<file path="src/rtl/lcdw_pkg.sv">
package lcdw_pkg;

    // The four intervals of one backplane phase, in their running order
    typedef enum logic [1:0] {
        ST_ACT_LO  = 2'd0,
        ST_DEAD_LO = 2'd1,
        ST_ACT_HI  = 2'd2,
        ST_DEAD_HI = 2'd3
    } lcdw_state_e;

    function automatic logic is_active(input lcdw_state_e s);
        return (s == ST_ACT_LO) || (s == ST_ACT_HI);
    endfunction

endpackage

</file>
<file path="src/rtl/lcdw_contrast.sv">
module lcdw_contrast #(
    parameter int CNT_W      = 20,
    parameter int DEAD_MIN   = 0,
    parameter int DEAD_MAX   = 20000,
    parameter int DEAD_STEPS = 10,
    parameter int DEAD_INIT  = 0
) (
    input  logic             clk,
    input  logic             rst_n,
    input  logic             inc_i,
    input  logic             dec_i,
    input  logic             wrap_i,
    output logic [CNT_W-1:0] dead_o
);

    localparam int STEP_RAW = (DEAD_MAX - DEAD_MIN + DEAD_STEPS - 1) / DEAD_STEPS;
    localparam int STEP     = (STEP_RAW < 1) ? 1 : STEP_RAW;

    logic [CNT_W-1:0] pend_q, pend_d, dead_q;
    logic [CNT_W:0]   up_sum;

    always_comb begin
        up_sum = {1'b0, pend_q} + (CNT_W+1)'(STEP);
        pend_d = pend_q;
        if (inc_i && !dec_i) begin
            if (up_sum > (CNT_W+1)'(DEAD_MAX))
                pend_d = CNT_W'(DEAD_MAX);
            else
                pend_d = up_sum[CNT_W-1:0];
        end else if (dec_i && !inc_i) begin
            if (pend_q < CNT_W'(DEAD_MIN + STEP))
                pend_d = CNT_W'(DEAD_MIN);
            else
                pend_d = pend_q - CNT_W'(STEP);
        end
    end

    always_ff @(posedge clk or negedge rst_n) begin
        if (!rst_n) begin
            pend_q <= CNT_W'(DEAD_INIT);
            dead_q <= CNT_W'(DEAD_INIT);
        end else begin
            pend_q <= pend_d;
            if (wrap_i)
                dead_q <= pend_q;
        end
    end

    assign dead_o = dead_q;

    // the pending length never leaves its programmed range
    p_pend_range_r8: assert property (@(posedge clk) disable iff (!rst_n)
        (pend_q >= CNT_W'(DEAD_MIN)) && (pend_q <= CNT_W'(DEAD_MAX)));

    // an opposed request pair leaves the pending value untouched
    p_opposed_hold_r8: assert property (@(posedge clk) disable iff (!rst_n)
        (inc_i && dec_i) |=> $stable(pend_q));

    // the applied length moves only at a frame wrap
    p_dead_hold_r9: assert property (@(posedge clk) disable iff (!rst_n)
        !wrap_i |=> $stable(dead_q));

endmodule

</file>
<file path="src/rtl/lcdw_seq.sv">
module lcdw_seq
    import lcdw_pkg::*;
#(
    parameter int NCOM     = 4,
    parameter int CNT_W    = 20,
    parameter int ACT_INIT = 1000,
    parameter int PH_W     = (NCOM > 1) ? $clog2(NCOM) : 1
) (
    input  logic             clk,
    input  logic             rst_n,
    input  logic [CNT_W-1:0] act_len_i,
    input  logic [CNT_W-1:0] dead_len_i,
    output lcdw_state_e      st_o,
    output logic [PH_W-1:0]  ph_o,
    output logic             wrap_o
);

    lcdw_state_e      st_q, st_d;
    logic [PH_W-1:0]  ph_q;
    logic [CNT_W-1:0] cnt_q, act_q, act_eff, len_cur;
    logic             last, ph_last, no_dead, next_ph, wrap;

    always_comb begin
        act_eff = (act_q == '0) ? CNT_W'(1) : act_q;
        len_cur = is_active(st_q) ? act_eff : dead_len_i;
        last    = (cnt_q == len_cur - CNT_W'(1));
        ph_last = (ph_q == PH_W'(NCOM - 1));
        no_dead = (dead_len_i == '0);
    end

    // next-state decision; moves only at the end of an interval
    always_comb begin
        st_d    = st_q;
        next_ph = 1'b0;
        if (last) begin
            unique case (st_q)
                ST_ACT_LO:  st_d = no_dead ? ST_ACT_HI : ST_DEAD_LO;
                ST_DEAD_LO: st_d = ST_ACT_HI;
                ST_ACT_HI: begin
                    st_d    = no_dead ? ST_ACT_LO : ST_DEAD_HI;
                    next_ph = no_dead;
                end
                ST_DEAD_HI: begin
                    st_d    = ST_ACT_LO;
                    next_ph = 1'b1;
                end
            endcase
        end
        wrap = next_ph && ph_last;
    end

    always_ff @(posedge clk or negedge rst_n) begin
        if (!rst_n) begin
            st_q  <= ST_ACT_LO;
            ph_q  <= '0;
            cnt_q <= '0;
            act_q <= CNT_W'(ACT_INIT);
        end else begin
            st_q  <= st_d;
            cnt_q <= last ? '0 : cnt_q + CNT_W'(1);
            if (next_ph)
                ph_q <= ph_last ? '0 : ph_q + PH_W'(1);
            if (wrap)
                act_q <= act_len_i;
        end
    end

    assign st_o   = st_q;
    assign ph_o   = ph_q;
    assign wrap_o = wrap;

    // the interval counter stays inside the current interval length
    p_cnt_bound_r7: assert property (@(posedge clk) disable iff (!rst_n)
        cnt_q < len_cur);

    // the phase cannot advance out of the first half
    p_phase_hold_r7: assert property (@(posedge clk) disable iff (!rst_n)
        (st_q == ST_ACT_LO) |=> $stable(ph_q));

    // the first-half active interval never jumps into the second-half dead state
    p_order_r7: assert property (@(posedge clk) disable iff (!rst_n)
        (st_q == ST_ACT_LO) |=> (st_q != ST_DEAD_HI));

endmodule

</file>
<file path="src/rtl/lcdw_pins.sv">
module lcdw_pins
    import lcdw_pkg::*;
#(
    parameter int NCOM = 4,
    parameter int NSEG = 32,
    parameter int PH_W = (NCOM > 1) ? $clog2(NCOM) : 1
) (
    input  logic            clk,
    input  logic            rst_n,
    input  lcdw_state_e     st_i,
    input  logic [PH_W-1:0] ph_i,
    input  logic            trim_up_i,
    input  logic [NSEG-1:0] word_i,
    output logic [NCOM-1:0] com_oe_o,
    output logic [NCOM-1:0] com_do_o,
    output logic [NSEG-1:0] seg_oe_o,
    output logic [NSEG-1:0] seg_do_o
);

    logic act, dead;

    assign act  = is_active(st_i);
    assign dead = !act;

    for (genvar g = 0; g < NCOM; g++) begin : g_com
        logic mine;
        assign mine        = (ph_i == PH_W'(g));
        assign com_oe_o[g] = (act && mine) || dead;
        assign com_do_o[g] = ((st_i == ST_ACT_HI) && mine) ||
                             ((st_i == ST_DEAD_HI) && trim_up_i);
    end

    assign seg_oe_o = '1;

    always_comb begin
        unique case (st_i)
            ST_ACT_LO:  seg_do_o = word_i;
            ST_DEAD_LO: seg_do_o = {NSEG{trim_up_i}};
            ST_ACT_HI:  seg_do_o = ~word_i;
            ST_DEAD_HI: seg_do_o = '0;
        endcase
    end

    // exactly one backplane enabled in an active interval
    p_one_com_r2: assert property (@(posedge clk) disable iff (!rst_n)
        act |-> ($countones(com_oe_o) == 1));

    // a released COM pin carries no data
    p_released_quiet_r2: assert property (@(posedge clk) disable iff (!rst_n)
        (com_do_o & ~com_oe_o) == '0);

endmodule

</file>
<file path="src/rtl/lcdw_top.sv">
module lcdw_top
    import lcdw_pkg::*;
#(
    parameter int NCOM       = 4,
    parameter int NSEG       = 32,
    parameter int CNT_W      = 20,
    parameter int ACT_INIT   = 1000,
    parameter int DEAD_MIN   = 0,
    parameter int DEAD_MAX   = 20000,
    parameter int DEAD_STEPS = 10,
    parameter int DEAD_INIT  = 0
) (
    input  logic                 clk,
    input  logic                 rst_n,
    input  logic [NCOM*NSEG-1:0] seg_img_i,
    input  logic [CNT_W-1:0]     act_len_i,
    input  logic                 trim_up_i,
    input  logic                 dead_inc_i,
    input  logic                 dead_dec_i,
    output logic [NCOM-1:0]      com_oe_o,
    output logic [NCOM-1:0]      com_do_o,
    output logic [NSEG-1:0]      seg_oe_o,
    output logic [NSEG-1:0]      seg_do_o
);

    localparam int PH_W = (NCOM > 1) ? $clog2(NCOM) : 1;

    lcdw_state_e          st;
    logic [PH_W-1:0]      ph;
    logic                 wrap;
    logic [CNT_W-1:0]     dead_len;
    logic [NCOM*NSEG-1:0] img_q;
    logic                 trim_q;
    logic [NSEG-1:0]      word;

    lcdw_contrast #(
        .CNT_W(CNT_W), .DEAD_MIN(DEAD_MIN), .DEAD_MAX(DEAD_MAX),
        .DEAD_STEPS(DEAD_STEPS), .DEAD_INIT(DEAD_INIT)
    ) u_contrast (
        .clk(clk), .rst_n(rst_n), .inc_i(dead_inc_i), .dec_i(dead_dec_i),
        .wrap_i(wrap), .dead_o(dead_len)
    );

    lcdw_seq #(
        .NCOM(NCOM), .CNT_W(CNT_W), .ACT_INIT(ACT_INIT), .PH_W(PH_W)
    ) u_seq (
        .clk(clk), .rst_n(rst_n), .act_len_i(act_len_i), .dead_len_i(dead_len),
        .st_o(st), .ph_o(ph), .wrap_o(wrap)
    );

    // frame image and trim direction are captured together at the wrap
    always_ff @(posedge clk or negedge rst_n) begin
        if (!rst_n) begin
            img_q  <= '0;
            trim_q <= 1'b0;
        end else if (wrap) begin
            img_q  <= seg_img_i;
            trim_q <= trim_up_i;
        end
    end

    always_comb begin
        word = '0;
        for (int k = 0; k < NCOM; k++)
            if (ph == PH_W'(k))
                word = img_q[k*NSEG +: NSEG];
    end

    lcdw_pins #(
        .NCOM(NCOM), .NSEG(NSEG), .PH_W(PH_W)
    ) u_pins (
        .clk(clk), .rst_n(rst_n), .st_i(st), .ph_i(ph), .trim_up_i(trim_q),
        .word_i(word), .com_oe_o(com_oe_o), .com_do_o(com_do_o),
        .seg_oe_o(seg_oe_o), .seg_do_o(seg_do_o)
    );

    // the displayed image only changes at a frame wrap
    p_img_hold_r9: assert property (@(posedge clk) disable iff (!rst_n)
        !wrap |=> $stable(img_q));

    // the trim direction only changes at a frame wrap
    p_trim_hold_r9: assert property (@(posedge clk) disable iff (!rst_n)
        !wrap |=> $stable(trim_q));

endmodule

</file>
<file path="config.mk">
export PLATFORM = sky130hd
export DESIGN_NAME = lcdw_top
export DESIGN_NICKNAME = d
export VERILOG_FILES = /design/src/rtl/lcdw_pkg.sv /design/src/rtl/lcdw_contrast.sv /design/src/rtl/lcdw_seq.sv /design/src/rtl/lcdw_pins.sv /design/src/rtl/lcdw_top.sv
export SDC_FILE = /design/constraint.sdc
export NUM_CORES = 1
export LEC_CHECK = 0
export ABC_AREA = 1
export ABC_CLOCK_PERIOD_IN_PS = 3600
export BUFFER_PORTS_ARGS = -buffer_cell sky130_fd_sc_hd__buf_2
export CAP_MARGIN = 15
export CORE_ASPECT_RATIO = 1.2
export CORE_MARGIN = 1.5
export CORE_UTILIZATION = 57
export CTS_CLUSTER_DIAMETER = 120
export DETAILED_ROUTE_END_ITERATION = 12
export PLACE_DENSITY = 0.81
export SLEW_MARGIN = 10
export SYNTH_ARGS = -nofsm -noshare
export SYNTH_HDL_FRONTEND = slang
export SYNTH_SLANG_ARGS = --single-unit
</file>
<file path="constraint.sdc">
create_clock -name clk -period 3.6 [get_ports clk]
set_clock_uncertainty 0.15 [all_clocks]
set_input_delay 0.54 -clock clk [delete_from_list [all_inputs] [get_ports clk]]
set_output_delay 0.54 -clock clk [all_outputs]
set_load 0.05 [all_outputs]
</file>
Word level (Yosys, flattened, before mapping)
Cells that the tools add are included.

word-level totals
  output and inout bits = 72
  ROM bits = 0
  memories = 0
  register bits = 213
  bits in latches = 0
  logic and storage cells = 70
  memory bits (writable) = 0
  input port bits = 153

cells by class
  reduce and logical (&&, ||, !) cells = 29
  equal/unequal tests = 7
  $mul = 0
  $lt $le $gt $ge = 2
  div/mod/pow operators = 0
  shifts and indexed selects = 0
  multiplexer cells = 18
  add/sub/neg operators = 5
  bitwise gates (word level) = 1

operators with widths
  kind                    count
  $mux 20                 7
  $mux 32                 4
  $pmux 32 s4             1
  $logic_not 20->1        2
  $not 32->32             1
  $add 20x11->21 const B  1
  $gt 21x15->1 const B    1
  $add 20x1->20 const B   1
  $eq 20x20->1            1
  $lt 20x11->1 const B    1
  $sub 20x1->20 const B   1
  $sub 20x11->20 const B  1
  $logic_and 1x1->1       12
  $logic_or 1x1->1        9
  $eq 2x2->1 const B      4
  $pmux 2 s4              1
  $mux 2                  3
  $eq 2x1->1 const B      2
  $logic_not 2->1         2
  $logic_not 1->1         3
  $add 2x1->2 const B     1
  $pmux 1 s2              1
  $reduce_bool 2->1       1
  $mux 1                  1

Longest topological paths before layout
Gate-level depths: netlist (run 1).

  depth after elaboration = 7
  mapped depth = 24
  depth with buffers taken out = 22

Modules after synthesis
From an unflattened synthesis (run 1), not the netlist that was laid out.

second synthesis, totals
  cells, all modules = 1713
  area total of the unflattened synthesis = 12746.0 um2

by module, submodules not included
  module         cells an instance  sequential area each (um2)  area each (um2)  instances
  lcdw_top       730                3228.1                      5982.0           1
  lcdw_seq       499                1108.6                      3326.9           1
  lcdw_contrast  322                800.8                       2312.2           1
  lcdw_pins      162                0.0                         1124.8           1

Worst setup path after synthesis (run 1)
OpenSTA, ideal clock, no wires.

  path type = reg2reg
  from = register u_seq.act_q[7]
  to = register u_seq.cnt_q[11]
  path buffers = 3
  arrival time = 2.941 ns
  setup time = 0.120 ns
  cell stages (with the launch flop) = 23
  path slack = 0.389 ns
  data required time = 3.330 ns
  period minus slack after synthesis = 3.211 ns
  cell sequence = dfstp_2 > nor2_1 > nand2_1 > nor2_1 > nand3_1 > nand2_1 > nand2_1 > buf_2 > ha_1 > nand2_1 > nor2_1 > nand3_2 > nor2_4 > nand2_1 > xnor2_1 > nand2_1 > nand2_1 > nor2_2 > nand4_1 > nor2_4 > buf_4 > buf_2 > nor2_1

on the way
  cells in the longest elaborated chain, start to end = 6

RTL lines
  what                      line            text
  start: declaration        lcdw_seq.sv:20  logic [CNT_W-1:0] cnt_q, act_q, act_eff, len_cur;
  start signal: assignment  lcdw_seq.sv:57  act_q <= CNT_W'(ACT_INIT);
  start signal: assignment  lcdw_seq.sv:64  act_q <= act_len_i;
  $logic_not 20->1          lcdw_seq.sv:24  act_eff = (act_q == '0) ? CNT_W'(1) : act_q;
  $mux 20 *                 lcdw_seq.sv:24
  $mux 20 *                 lcdw_seq.sv:25  len_cur = is_active(st_q) ? act_eff : dead_len_i;
  $sub 20x1->20 *           lcdw_seq.sv:26  last = (cnt_q == len_cur - CNT_W'(1));
  $eq 20x20->1 *            lcdw_seq.sv:26
  $mux 20 *                 lcdw_seq.sv:60  cnt_q <= last ? '0 : cnt_q + CNT_W'(1);
  end signal: assignment    lcdw_seq.sv:60
  end: declaration          lcdw_seq.sv:20

Every way passes the cells marked *; elsewhere a longest branch is shown, timed or not.
A chain may end at the register's enable or synchronous reset.

Final worst setup path (run 1)
  from = register u_seq.ph_q[1] (netlist: u_seq.ph_o[1])
  to = output port seg_do_o[30]

on the way
  cells in the longest elaborated chain, start to end = 7
  elaborated cells on any way between the ends = 10
  classes of those cells = 3 x eq/ne; 5 x mux; 1 x bitwise; 1 x reduce/logical

RTL lines
  what                      line             text
  start: declaration        lcdw_seq.sv:19   logic [PH_W-1:0] ph_q;
  start signal: assignment  lcdw_seq.sv:62   ph_q <= ph_last ? '0 : ph_q + PH_W'(1);
  $logic_not 2->1           lcdw_top.sv:65   if (ph == PH_W'(k))
  $mux 32 (3 in series)     lcdw_top.sv:65
  $mux 32 *                 lcdw_top.sv:65
  $not 32->32               lcdw_pins.sv:39  ST_ACT_HI: seg_do_o = ~word_i;
  $pmux 32 s4 *             lcdw_pins.sv:36  unique case (st_i)
  end: declaration          lcdw_top.sv:23   output logic [NSEG-1:0] seg_do_o

Marked as above.

==> results of run 1 <==
[routing by layer]
metal	global-route usage (%)	vias up	share of wire, %
met3	5.463	96	9.9
li1	-	5793	-
met2	46.71	728	45
met5	0	-	0
met1	45.38	5745	41
met4	12.73	0	3.8
[stage by stage]
| stage | power (W) | hold slack [ns] | utilization [%] |
|---|---|---|---|
| after global placement | 0.003440 | 0.3130 | 62.87 |
| after global routing | 0.006178 | 0.1135 | 68.31 |
| after floorplan | 0.003215 | 0.09441 | - |
| after detailed placement | 0.003468 | 0.3129 | 62.87 |
| after CTS | 0.005930 | 0.1017 | 66.78 |
| final | 0.005922 | 0.1170 | 68.31 |
[critical path: stages (launching register included)]
cell and delay [ns]:
dfrtp_1 0.44, inv_1 0.11, ha_1 0.24, clkinvlp_4 0.24
buf_4 0.26, a31oi_1 0.40, o31ai_1 0.15, o211ai_1 0.18
buf_2 0.32
[layout by cell type, fill, tap and decap left out, drive strengths merged, types with 33 or more instances in the layout]
cell type	netlist	final
nand2	627	627
a31oi	33	33
buf	77	227
nand4	184	184
xor2	43	43
o211ai	33	33
nor2	121	121
clkbuf	77	36
dfrtp	199	199
nand3	47	47
inv	88	89
[what timing repair did]
item,4_1_cts,5_1_grt
endpoints found under the hold margin,69,0
buffers inserted,0,7
hold buffers,1,0
gates resized for setup,3,35
gates cloned,0,6
setup endpoints to repair,3,186
pin swaps,0,11
[synthesized netlist by cell type (4+ instances only)]
cell | instances | area, sq um
o211ai_1 | 33 | 247.7
buf_2 | 28 | 140.1
o31ai_1 | 32 | 240.2
clkinv_1 | 6 | 22.52
inv_1 | 84 | 315.3
xor2_1 | 43 | 376.6
o21ai_1 | 5 | 25.02
nand3_1 | 46 | 230.2
nand4_1 | 184 | 1151
dfstp_2 | 6 | 157.7
a31oi_1 | 33 | 206.5
nor3b_1 | 4 | 30.03
o21ai_0 | 25 | 125.1
buf_4 | 34 | 255.2
nor2_2 | 6 | 37.54
nor3_1 | 20 | 100.1
a21oi_1 | 11 | 55.05
dfrtp_1 | 199 | 4980
nor4_1 | 5 | 31.28
ha_1 | 10 | 125.1
clkbuf_1 | 77 | 289.0
xnor2_1 | 7 | 61.31
nor2_1 | 113 | 424.2
buf_6 | 13 | 146.4
nand2_1 | 625 | 2346
inv_2 | 4 | 15.01
[logic make-up (layout without fill, tap and decap cells)]
kind of cell | Yosys count | after routing | synth area share [%]
adders and majority gates | 10 | 10 | 1.018
AOI/OAI and AO/OA | 142 | 142 | 7.534
DFF | 205 | 205 | 41.80
other | 1 | 35 | 0.03051
buffers and inverters | 248 | 369 | 9.692
and+or+nand+nor | 1018 | 1018 | 36.36
xor gates and xnor gates | 50 | 50 | 3.563
[sequential cells by signal, summed over array words and instances (netlist names)]
register,flops
u_seq.act_q,20
u_contrast.dead_o,16
u_contrast.pend_q,16
u_seq.st_o,2
img_q,128
u_seq.ph_o,2
trim_q,1
u_seq.cnt_q,20
[how the worst min path moves through the flow]
| stage | startpoint | to | slack (ns) | depth (start not counted) |
|---|---|---|---|---|
| 2_1_floorplan | rst_n | img_q[0]$_DFFE_PN0P_ | 0.09 | 0 |
| 4_1_cts | seg_img_i[56] | img_q[56]$_DFFE_PN0P_ | 0.10 | 3 |
| 5_1_grt | seg_img_i[61] | img_q[61]$_DFFE_PN0P_ | 0.11 | 3 |
| 6_report | seg_img_i[39] | img_q[39]$_DFFE_PN0P_ | 0.12 | 3 |
| 3_5_place_dp | u_seq.act_q[3]$_DFFE_PN1P_ | u_seq.act_q[3]$_DFFE_PN1P_ | 0.31 | 2 |
| 3_3_place_gp | img_q[69]$_DFFE_PN0P_ | img_q[69]$_DFFE_PN0P_ | 0.31 | 2 |
[power breakdown]
| part | switching [W] | internal [W] | total, W |
|---|---|---|---|
| clock network | 0.000950 | 0.00151 | 0.00246 |
| logic | 0.000599 | 0.000320 | 0.000919 |
| registers | 0.000150 | 0.00239 | 0.00254 |
| total | 0.00170 | 0.00422 | 0.00592 |
[final cells by class]
class	instances	area [sq um]	area share [%]
diodes	3	7.507	0.05222
repair buffers	236	1538	10.70
clock buffers	28	623.1	4.335
clock inverters	11	176.4	1.227
flip-flops and latches	205	5137	35.74
multi-input cells	1252	6193	43.08
inverters	94	361.6	2.515
well taps	270	337.8	2.350
==> reports/metrics.csv, run 1 <==
stage;metric;value;unit
clocking;worstSkewPairLatency;0.52;ns
clocking;cts.sinks;205;
die;io_pins;225;
global_route;grt_pass1_vias;10780;
synthesis;syn_inst;1674;
setup_path;cp-startpoint;u_seq.ph_o[1]$_DFFE_PN0P_;
clocking;root_buffer;clkbuf_16;
placement;placed_area;0.01323;sq mm
synthesis;yosys.cell_types.count;39;
synthesis;synth-seq-cells;205;
synthesis;yosysSeqAreaShare;41.80;%
setup_path;cp.required;2.91;ns
setup_path;crit_path_max_fanout;11;
setup_path;cp-end-kind;output pin;
final_layout;fin_nets;1974;
sta;final-setup-viol-count;0;
sta;final_hold_viol_count;0;
global_route;grt_pass1_wl;55630;microns
global_route;grt_max_degree;101;
setup_path;start_kind;flip-flop;
detailed_routing;drt-wirelength-per-cell;17.79;microns
placement;place_inst;2043;
setup_path;rrSetupSlack;0.18;ns
power;ir_drop;0.3506;mV
final_layout;syn_to_final_growth;16.97;%
die;die-width;137.0;microns
sta;fin_crit_sh;98.97;%
detailed_routing;ant_nets;0;
setup_path;arrival;2.87;ns
setup_path;crit_end;seg_do_o[30];
synthesis;yosys_warnings;0;
final_layout;layout-drive-gt1-share;17.69;%
sta;relSlewSlack;54.73;%
sta;min_period;3.563;ns
detailed_routing;viasPerCell;5.889;
clocking;clkTransAtPathRegs;0.06;ns
detailed_routing;drtIter0Drc;1341;
die;design.core.area;0.02105;sq mm
placement;dpl.hpwl;24590;microns
sta;rsz0062_at_grt;true;
final_layout;fin_cells;2099;
setup_path;r2r_cells;22;
detailed_routing;vias;12362;
global_route;grt_use_total;31.36;%
synthesis;async_reset_ff_share;100.0;%
synthesis;syn_area_per_cell;7.341;sq um
detailed_routing;drc;0;
synthesis;netlist_area;0.01229;sq mm
global_route;grt_overflow;0;
power;power.leakage;6.997;nW
detailed_routing;drtPass1Iterations;8;
sta;fmax;280.7;MHz
synthesis;synth-edff-count;0;
clocking;numCtsBuffers;22;
worst_hold_path;min_path_type;primary input to flip-flop;
run_status;status;finished clean;
flow_run;maxCapViolCount;0;
clocking;max-clock-path-buffers;3;
setup_path;worst-setup-path-type;flip-flop to output pin;
clocking;cts_tree;done;
sta;tns;0;ns
detailed_routing;wl;37350;microns
synthesis;synthFlopType;dfrtp_1;
setup_path;r2r_start;u_seq.act_q[7]$_DFFE_PN1P_;
global_route;antenna_found_initial;3;
sta;drv_slew;0;
die;start_util;58.39;%
placement;place_ws;0.08990;ns
sta;fin_ws;0.03719;ns
final_layout;nFillCells;1765;
die;dieArea;0.02245;sq mm
placement;portBuffers;192;
die;die_y;163.9;microns
die;fp-row-count;58;
final_layout;design_area;0.01438;sq mm
sta;worst_pin_slew;0.6791;ns
power;power.density;412.0;mW/mm^2
setup_path;r2r-end;img_q[70]$_DFFE_PN0P_;
placement;gp_congestion;0.9566;
clocking;cts-htree-levels;1;
(Power assumes the default switching activity.)
==> run 2, diff against run 1 <==
--- a/config.mk
+++ b/config.mk
@@ -9,7 +9,7 @@
 export ABC_CLOCK_PERIOD_IN_PS = 3600
 export BUFFER_PORTS_ARGS = -buffer_cell sky130_fd_sc_hd__buf_2
 export CAP_MARGIN = 15
-export CORE_ASPECT_RATIO = 1.2
+export CORE_ASPECT_RATIO = 0.75
 export CORE_MARGIN = 1.5
 export CORE_UTILIZATION = 57
 export CTS_CLUSTER_DIAMETER = 120
@@ -18,4 +18,5 @@
 export SLEW_MARGIN = 10
 export SYNTH_ARGS = -nofsm -noshare
 export SYNTH_HDL_FRONTEND = slang
+export SYNTH_HIERARCHICAL = 1
 export SYNTH_SLANG_ARGS = --single-unit
==> run 2 against run 1 <==
Effect of this change: register-to-register slack barely moved; flip-flop and latch count did not move; largest power group unchanged; wire length fell by 3.1%; clock power fell by 2%; synthesized area rose by 3.7%; via count fell by 1.4%; utilization fell by 0.80 points; total power rose by 5.3%; non-clock buffer count fell by 1; final cell count rose by 4.6%; highest routed layer unchanged; first-iteration DRC count rose by 9.6%.
==> reports/metrics.csv, run 2 <==
stage;metric;value;unit;change
detailed_routing;drtPass1Iterations;8;;unchanged
global_route;antenna_found_initial;2;;-1
global_route;use_met3;3.822;%;-1.6 points
synthesis;synth_area_leaders;dfrtp_1, nand2_1, nand3_1;;
power;swShare;32.11;%;+3.4 points
flow_run;maxCapViolCount;0;;unchanged
synthesis;synthAdderAreaFrac;0.6872;%;-0.33 points
final_layout;final_common_cell;nand2_1;;
synthesis;synth-edff-count;0;;unchanged
sta;min_period;3.420;ns;-0.1431 ns
sta;tns;0;ns;unchanged
setup_path;slowest_delay;0.55;ns;+0.11 ns
clocking;numCtsBuffers;23;;+4.5%
die;die-width;175.7;microns;+28%
sta;fin_ws;0.1803;ns;+0.1431 ns
sta;rsz0062_at_grt;true;;
die;fp-row-count;47;;-19%
final_layout;fin_nets;2043;;+3.5%
final_layout;layout-drive-gt1-share;20.26;%;+2.6 points
synthesis;syn_area_per_cell;7.441;sq um;+1.4%
final_layout;nFillCells;1872;;+6.1%
setup_path;crit_top_cell;nor2_1;;
power;power.leakage;7.801;nW;+11%
final_layout;reg_top3;img_q: 128 flops, u_seq/act_q: 20 flops, u_seq/cnt_q: 20 flops;;
placement;dpl.hpwl;24560;microns;-0.10%
power;power.density;420.0;mW/mm^2;+2.0%
detailed_routing;drtIter0Drc;1470;;+9.6%
die;design.core.area;0.02199;sq mm;+4.5%
power;seq_power_share;40.8;%;-2.1 points
global_route;grt_max_degree;90;;-11%
placement;portBuffers;192;;unchanged
setup_path;cp.required;3.84;ns;+0.93 ns
placement;gp_congestion;0.9515;;-0.53%
synthesis;synthFlopType;dfrtp_1;;
setup_path;slowest_stage;dfstp_2;;
final_layout;regMostFlops;img_q;;
sta;worst_pin_slew;0.7901;ns;+0.1110 ns
clocking;worstSkewPairLatency;0.52;ns;about the same
detailed_routing;viasPerCell;5.549;;-5.8%
sta;final-setup-viol-count;0;;unchanged
global_route;grt_overflow;0;;unchanged
die;start_util;57.95;%;-0.44 points
placement;place_ws;0.1746;ns;+0.08474 ns
worst_hold_path;min_path_cells;3;;unchanged
power;combPwrFrac;20.6;%;+5.1 points
run_status;status;finished clean;;
detailed_routing;vias;12185;;-1.4%
synthesis;synth_commonest_cells;nand2_1, inv_1, dfrtp_1;;
synthesis;async_reset_ff_share;100.0;%;unchanged
sta;fmax;292.4;MHz;+4.2%
clocking;root_buffer;clkbuf_16;;
final_layout;syn_to_final_growth;16.49;%;
synthesis;synthSimpleGateAreaFrac;34.50;%;-1.9 points
power;p_int;0.004234;W;+0.25%
synthesis;yosys_warnings;6;;+6
final_layout;mostFrequentLayoutCells;nand2_1, inv_1, dfrtp_1;;
sta;worst_hold_slack;0.07859;ns;-0.03838 ns
synthesis;syn_inst;1713;;+2.3%
synthesis;yosysSeqAreaShare;40.31;%;-1.5 points
global_route;grt_use_total;30.02;%;-1.3 points
final_layout;finish.utilization;67.51;%;-0.80 points
synthesis;synth-xor-area-share;2.749;%;-0.81 points
final_layout;largest_reg_flops;128;;unchanged
setup_path;arrival;3.66;ns;+0.79 ns
die;io_pins;225;;unchanged
setup_path;start_kind;flip-flop;;
setup_path;r2r_cells;19;;-14%
power;clock_power_share;38.6;%;-3.0 points
global_route;grt_pass1_wl;56680;microns;+1.9%
synthesis;synth_top_area_cell;dfrtp_1;;
die;die_y;132.5;microns;-19%
detailed_routing;drt-wirelength-per-cell;16.49;microns;-7.3%
setup_path;cpLargestDelayFamily;simple AND/OR/NAND/NOR gates;;
synthesis;netlist_area;0.01275;sq mm;+3.7%
global_route;grtUsageMet2;44.20;%;-2.5 points
worst_hold_path;min_path_type;primary input to flip-flop;;
setup_path;crit_buf_inv;3;;-1
synthesis;synth_most_common_cell;nand2_1;;
sta;fin_crit_sh;94.99;%;-4.0 points
global_route;grt_use_met1;45.75;%;+0.37 points
setup_path;r2r_start;u_seq/act_q[9]$_DFFE_PN1P_;;
setup_path;rrSetupSlack;0.18;ns;about the same
setup_path;cp_cell_sequence;nor2_1, nand2_1, nor2_1, nand3_1, nand2_2, nand2_4, ha_4, nand3_4, nor2_4, buf_4, a21o_1, nand4_1, nand3b_1, nor2_1, nand4_1, nor2_4, buf_12, clkbuf_16, o21ai_0;;
setup_path;path_depth;19;;+11
sta;drv_slew;0;;unchanged
global_route;grt_pass1_vias;10907;;+1.2%
setup_path;crit_path_max_fanout;23;;+12
synthesis;synth_top_family_by_area;simple AND/OR/NAND/NOR gates;;
clocking;cts.sinks;205;;unchanged
sta;final_hold_viol_count;0;;unchanged
setup_path;cp-startpoint;u_seq/act_q[9]$_DFFE_PN1P_;;
setup_path;cp-end-kind;flip-flop;;
synthesis;synthMuxAreaShare;0;%;unchanged
power;ir_drop;0.4768;mV;+36%
detailed_routing;drc;0;;unchanged
clocking;cts_tree;done;;
setup_path;r2r-end;img_q[52]$_DFFE_PN0P_;;
clocking;clkTransAtPathRegs;0.06;ns;about the same
sta;relSlewSlack;47.20;%;-7.5 points
synthesis;synth_compound_area_share;8.629;%;+1.1 points
synthesis;yosys.area.top_type_share;39.07;%;-1.5 points
clocking;cts-htree-levels;1;;unchanged
synthesis;synth-seq-cells;205;;unchanged
global_route;top_usage_layer;met1;;
detailed_routing;wl;36210;microns;-3.1%
die;dieArea;0.02328;sq mm;+3.7%
clocking;max-clock-path-buffers;3;;unchanged
setup_path;crit_end;img_q[52]$_DFFE_PN0P_;;
setup_path;worst-setup-path-type;flip-flop to flip-flop;;
synthesis;yosys.cell_types.count;47;;+21%
detailed_routing;ant_nets;0;;unchanged
power;switchingPower;0.002003;W;+18%
run 2: changes by cell type in the layout (fill, tap and decap cells not counted), moves of 22 or more:
cell      before  now
nand3_2        0   34
nand3_1       46  153
nand2_1      623  426
o211ai_1      33    2
inv_1         83  205
a21oi_1       11   33
nand4_1      184   70
o21ai_0       25  117
nand3b_1       2   36
o21ai_1        5   39
o31ai_1       29    0
run 2: power by group through the flow:
stage               clock network, W  logic, W  registers (W)
floorplan                          0  0.000972        0.00253
finish                       0.00241   0.00129        0.00254
detailed placement                 0   0.00126        0.00258
CTS                          0.00245   0.00127        0.00254
global route                 0.00253   0.00142        0.00256
global placement                   0   0.00123        0.00257
run 2: cells by family (layout without fill, tap and decap cells):
family,count (synthesis),in the layout
AOI/OAI and AO/OA,208,208
xor gates and xnor gates,40,40
adders and majority gates,7,7
buffers and inverters,342,495
DFF,205,205
other,2,38
and+or+nand+nor,909,909
run 2: worst min-delay path by stage:
stage / from / end / slack [ns]
6_report: seg_img_i[24] / img_q[24]$_DFFE_PN0P_ / 0.08
5_1_grt: seg_img_i[113] / img_q[113]$_DFFE_PN0P_ / 0.07
4_1_cts: seg_img_i[24] / img_q[24]$_DFFE_PN0P_ / 0.06
3_5_place_dp: u_seq/act_q[3]$_DFFE_PN1P_ / u_seq/act_q[3]$_DFFE_PN1P_ / 0.31
3_3_place_gp: u_seq/act_q[3]$_DFFE_PN1P_ / u_seq/act_q[3]$_DFFE_PN1P_ / 0.31
2_1_floorplan: rst_n / img_q[0]$_DFFE_PN0P_ / 0.09
run 2: tightest hold or removal path, stage by stage:
cell and delay [ns]:
buf_2 0.07, nand2_1 0.04, o21ai_0 0.05
run 2: layout make-up:
| cell class | instances | area, sq um | share of cell area [%] |
|---|---|---|---|
| Antenna cell | 2 | 5.005 | 0.03371 |
| Clock buffer | 34 | 636.9 | 4.289 |
| Clock inverter | 8 | 122.6 | 0.8258 |
| Inverter | 218 | 820.8 | 5.528 |
| Multi-Input combinational cell | 1200 | 6170 | 41.55 |
| Sequential cell | 205 | 5141 | 34.63 |
| Tap cell | 294 | 367.9 | 2.477 |
| Timing Repair Buffer | 235 | 1584 | 10.67 |
run 2: what timing repair did:
action / in CTS / in global routing
endpoints found under the setup margin: 0 / 144
buffers inserted: 0 / 9
hold endpoints to repair: 48 / 0
hold buffers: 1 / 0
resized for setup: 0 / 27
run 2: layer usage:
metal / vias to the layer above / wire (microns)
li1: 5784 / -
met1: 5751 / 16220
met2: 590 / 15870
met3: 60 / 3068
met4: 0 / 1049
met5: - / 0
run 2: through the flow:
stage,instances,instance area [sq um],total power (W)
global placement,2134,13690,0.003809
CTS,2177,14460,0.006247
floorplan,1747,12880,0.003498
detailed placement,2134,13690,0.003834
global route,2196,14850,0.006506
finish,2196,14850,0.006237
==> run 3, diff against run 2 <==
--- a/config.mk
+++ b/config.mk
@@ -9,12 +9,12 @@
 export ABC_CLOCK_PERIOD_IN_PS = 3600
 export BUFFER_PORTS_ARGS = -buffer_cell sky130_fd_sc_hd__buf_2
 export CAP_MARGIN = 15
-export CORE_ASPECT_RATIO = 0.75
 export CORE_MARGIN = 1.5
 export CORE_UTILIZATION = 57
 export CTS_CLUSTER_DIAMETER = 120
 export DETAILED_ROUTE_END_ITERATION = 12
 export PLACE_DENSITY = 0.81
+export REMOVE_ABC_BUFFERS = 1
 export SLEW_MARGIN = 10
 export SYNTH_ARGS = -nofsm -noshare
 export SYNTH_HDL_FRONTEND = slang
==> run 3 against run 2 <==
Effect of this change: sequential power barely moved; via count fell by 0.36%; maximum frequency fell by 3.6%; final area rose by 0.96%; largest cell class unchanged; largest power group is now clock; total power rose by 2.9%; clock power rose by 8.3%; register-to-register slack got worse by 0.13 ns; die area barely moved; critical path depth did not move; critical endpoint is now img_q[38]$_DFFE_PN0P_; utilization rose by 0.97 points; first-iteration DRC count fell by 15%; wire length fell by 1.6%.
==> reports/metrics.csv, run 3 (synthesis gave the netlist of run 2 again) <==
stage;metric;value;unit;change
run_status;status;finished clean;;
die;io_pins;225;;unchanged
setup_path;worst-setup-path-type;flip-flop to flip-flop;;
final_layout;syn_to_final_growth;17.61;%;
sta;relSlewSlack;52.92;%;+5.7 points
global_route;grt_pass1_vias;11204;;+2.7%
clocking;cts_tree;done;;
final_layout;layout-drive-gt1-share;20.69;%;+0.43 points
global_route;grtUsageMet2;46.76;%;+2.6 points
global_route;top_usage_layer;met2;;
placement;dpl.hpwl;22870;microns;-6.9%
flow_run;maxCapViolCount;0;;unchanged
setup_path;cp.required;3.86;ns;+0.02 ns
final_layout;fin_nets;2051;;+0.39%
placement;gp_congestion;0.9692;;+1.9%
power;power.density;428.0;mW/mm^2;+1.9%
detailed_routing;drc;0;;unchanged
power;power.leakage;7.877;nW;+0.98%
setup_path;cp-end-kind;flip-flop;;
global_route;grt_max_degree;77;;-14%
global_route;grt_pass1_wl;54720;microns;-3.5%
detailed_routing;drtIter0Drc;1252;;-15%
sta;final-setup-viol-count;0;;unchanged
final_layout;largest_reg_flops;128;;unchanged
detailed_routing;drt-wirelength-per-cell;16.24;microns;-1.5%
detailed_routing;vias;12141;;-0.36%
clocking;numCtsBuffers;24;;+4.3%
die;start_util;58.22;%;+0.27 points
setup_path;start_kind;flip-flop;;
final_layout;reg_top3;img_q: 128 flops, u_seq/act_q: 20 flops, u_seq/cnt_q: 20 flops;;
global_route;grt_use_met1;38.06;%;-7.7 points
detailed_routing;drtPass1Iterations;6;;-2
clocking;cts.sinks;205;;unchanged
sta;fmax;281.8;MHz;-3.6%
die;dieArea;0.02327;sq mm;about the same
die;die_y;152.5;microns;+15%
worst_hold_path;min_from;seg_img_i[43];;
sta;drv_slew;0;;unchanged
power;report.power.total;0.006416;W;+2.9%
sta;fin_crit_sh;98.59;%;+3.6 points
final_layout;regMostFlops;img_q;;
sta;worst_pin_slew;0.7061;ns;-0.08394 ns
final_layout;nFillCells;1785;;-4.6%
worst_hold_path;min_path_type;primary input to flip-flop;;
setup_path;crit_path_max_fanout;17;;-26%
die;fp-row-count;54;;+15%
final_layout;mostFrequentLayoutCells;nand2_1, inv_1, dfrtp_1;;
clocking;max-clock-path-buffers;3;;unchanged
power;ir_drop;0.4276;mV;-10%
global_route;use_met3;2.958;%;-0.86 points
detailed_routing;wl;35610;microns;-1.6%
setup_path;r2r_start;u_seq/act_q[3]$_DFFE_PN1P_;;
global_route;grt_overflow;0;;unchanged
global_route;grt_use_total;28.30;%;-1.7 points
detailed_routing;viasPerCell;5.536;;-0.22%
clocking;cts-htree-levels;1;;unchanged
die;design.core.area;0.02189;sq mm;-0.47%
die;die-width;152.5;microns;-13%
final_layout;design_area;0.01499;sq mm;+0.96%
clocking;root_buffer;clkbuf_16;;
global_route;antenna_found_initial;4;;+2
clocking;clkTransAtPathRegs;0.07;ns;about the same
placement;portBuffers;192;;unchanged
clocking;worstSkewPairLatency;0.54;ns;+0.02 ns
placement;placed_area;0.01373;sq mm;+0.27%
final_layout;finish.utilization;68.48;%;+0.97 points
sta;final_hold_viol_count;0;;unchanged
setup_path;arrival;3.80;ns;+0.14 ns
final_layout;final_common_cell;nand2_1;;
sta;min_period;3.549;ns;+0.1295 ns
setup_path;cp-startpoint;u_seq/act_q[3]$_DFFE_PN1P_;;
detailed_routing;ant_nets;0;;unchanged
-- run 3: area by class of cell --
class	count	area (sq um)	area share [%]
Antenna cell	4	10.01	0.06677
Clock buffer	30	653.1	4.357
Sequential cell	205	5141	34.30
Tap cell	280	350.3	2.337
Clock inverter	14	202.7	1.352
Multi-Input combinational cell	1200	6132	40.91
Timing Repair Buffer	242	1680	11.21
Inverter	218	820.8	5.475
-- run 3: per-layer routing --
metal  wire length (microns)  part of all wire, %
met3                    2594                  7.3
met5                       0                    0
met4                    1416                  4.0
met2                   17170                   48
met1                   14430                   41
-- run 3: worst paths after layout --
kind / cells after the start / to / slack [ns]
max in group asynchronous: 3 / u_seq/act_q[5]$_DFFE_PN1P_ / 1.96
min in group asynchronous: 2 / img_q[73]$_DFFE_PN0P_ / 0.42
hold / removal: 3 / img_q[43]$_DFFE_PN0P_ / 0.05
hold reg to reg: 2 / u_seq/act_q[8]$_DFFE_PN1P_ / 0.33
setup / recovery: 19 / img_q[38]$_DFFE_PN0P_ / 0.05
setup reg to reg: 19 / img_q[38]$_DFFE_PN0P_ / 0.05
-- run 3: worst max-delay path, stage by stage, from the launching register on --
cell and delay (ns):
dfstp_2 0.56, or2_1 0.14, nor2_1 0.06, nand3_1 0.12
nand2_2 0.09, nand2_2 0.10, ha_4 0.15, nand3_2 0.10
nor2_4 0.17, nand2_1 0.08, xor2_1 0.22, inv_1 0.10
nor3_2 0.17, nand3b_1 0.09, nor2_1 0.10, nand4_1 0.14
nor2_4 0.31, buf_12 0.22, buf_6 0.20, o21ai_0 0.13
-- run 3: per-stage QoR --
stage                     std cells  hold slack, ns  TNS (ns)  worst slack, ns
after floorplan                1623         0.09441  -1247.79           -8.541
after global placement         2129          0.3103         0           0.1900
after detailed placement       2129          0.3116         0           0.1471
after CTS                      2174         0.04387         0           0.1043
after global routing           2193         0.05950    -12.86          -0.1531
final                          2193         0.04622         0          0.05078
-- run 3: where the power goes --
part	switching [W]	leakage [nW]	internal, W
logic	0.000865	5.42	0.000408
registers	0.000153	2.05	0.00238
clock network	0.00102	0.407	0.00159
-- run 3: timing repair --
action | in CTS | in global routing
endpoints found under the hold margin | 73 | 0
buffers inserted | 0 | 4
setup endpoints to repair | 0 | 133
hold buffers | 1 | 0
gates resized for setup | 0 | 20
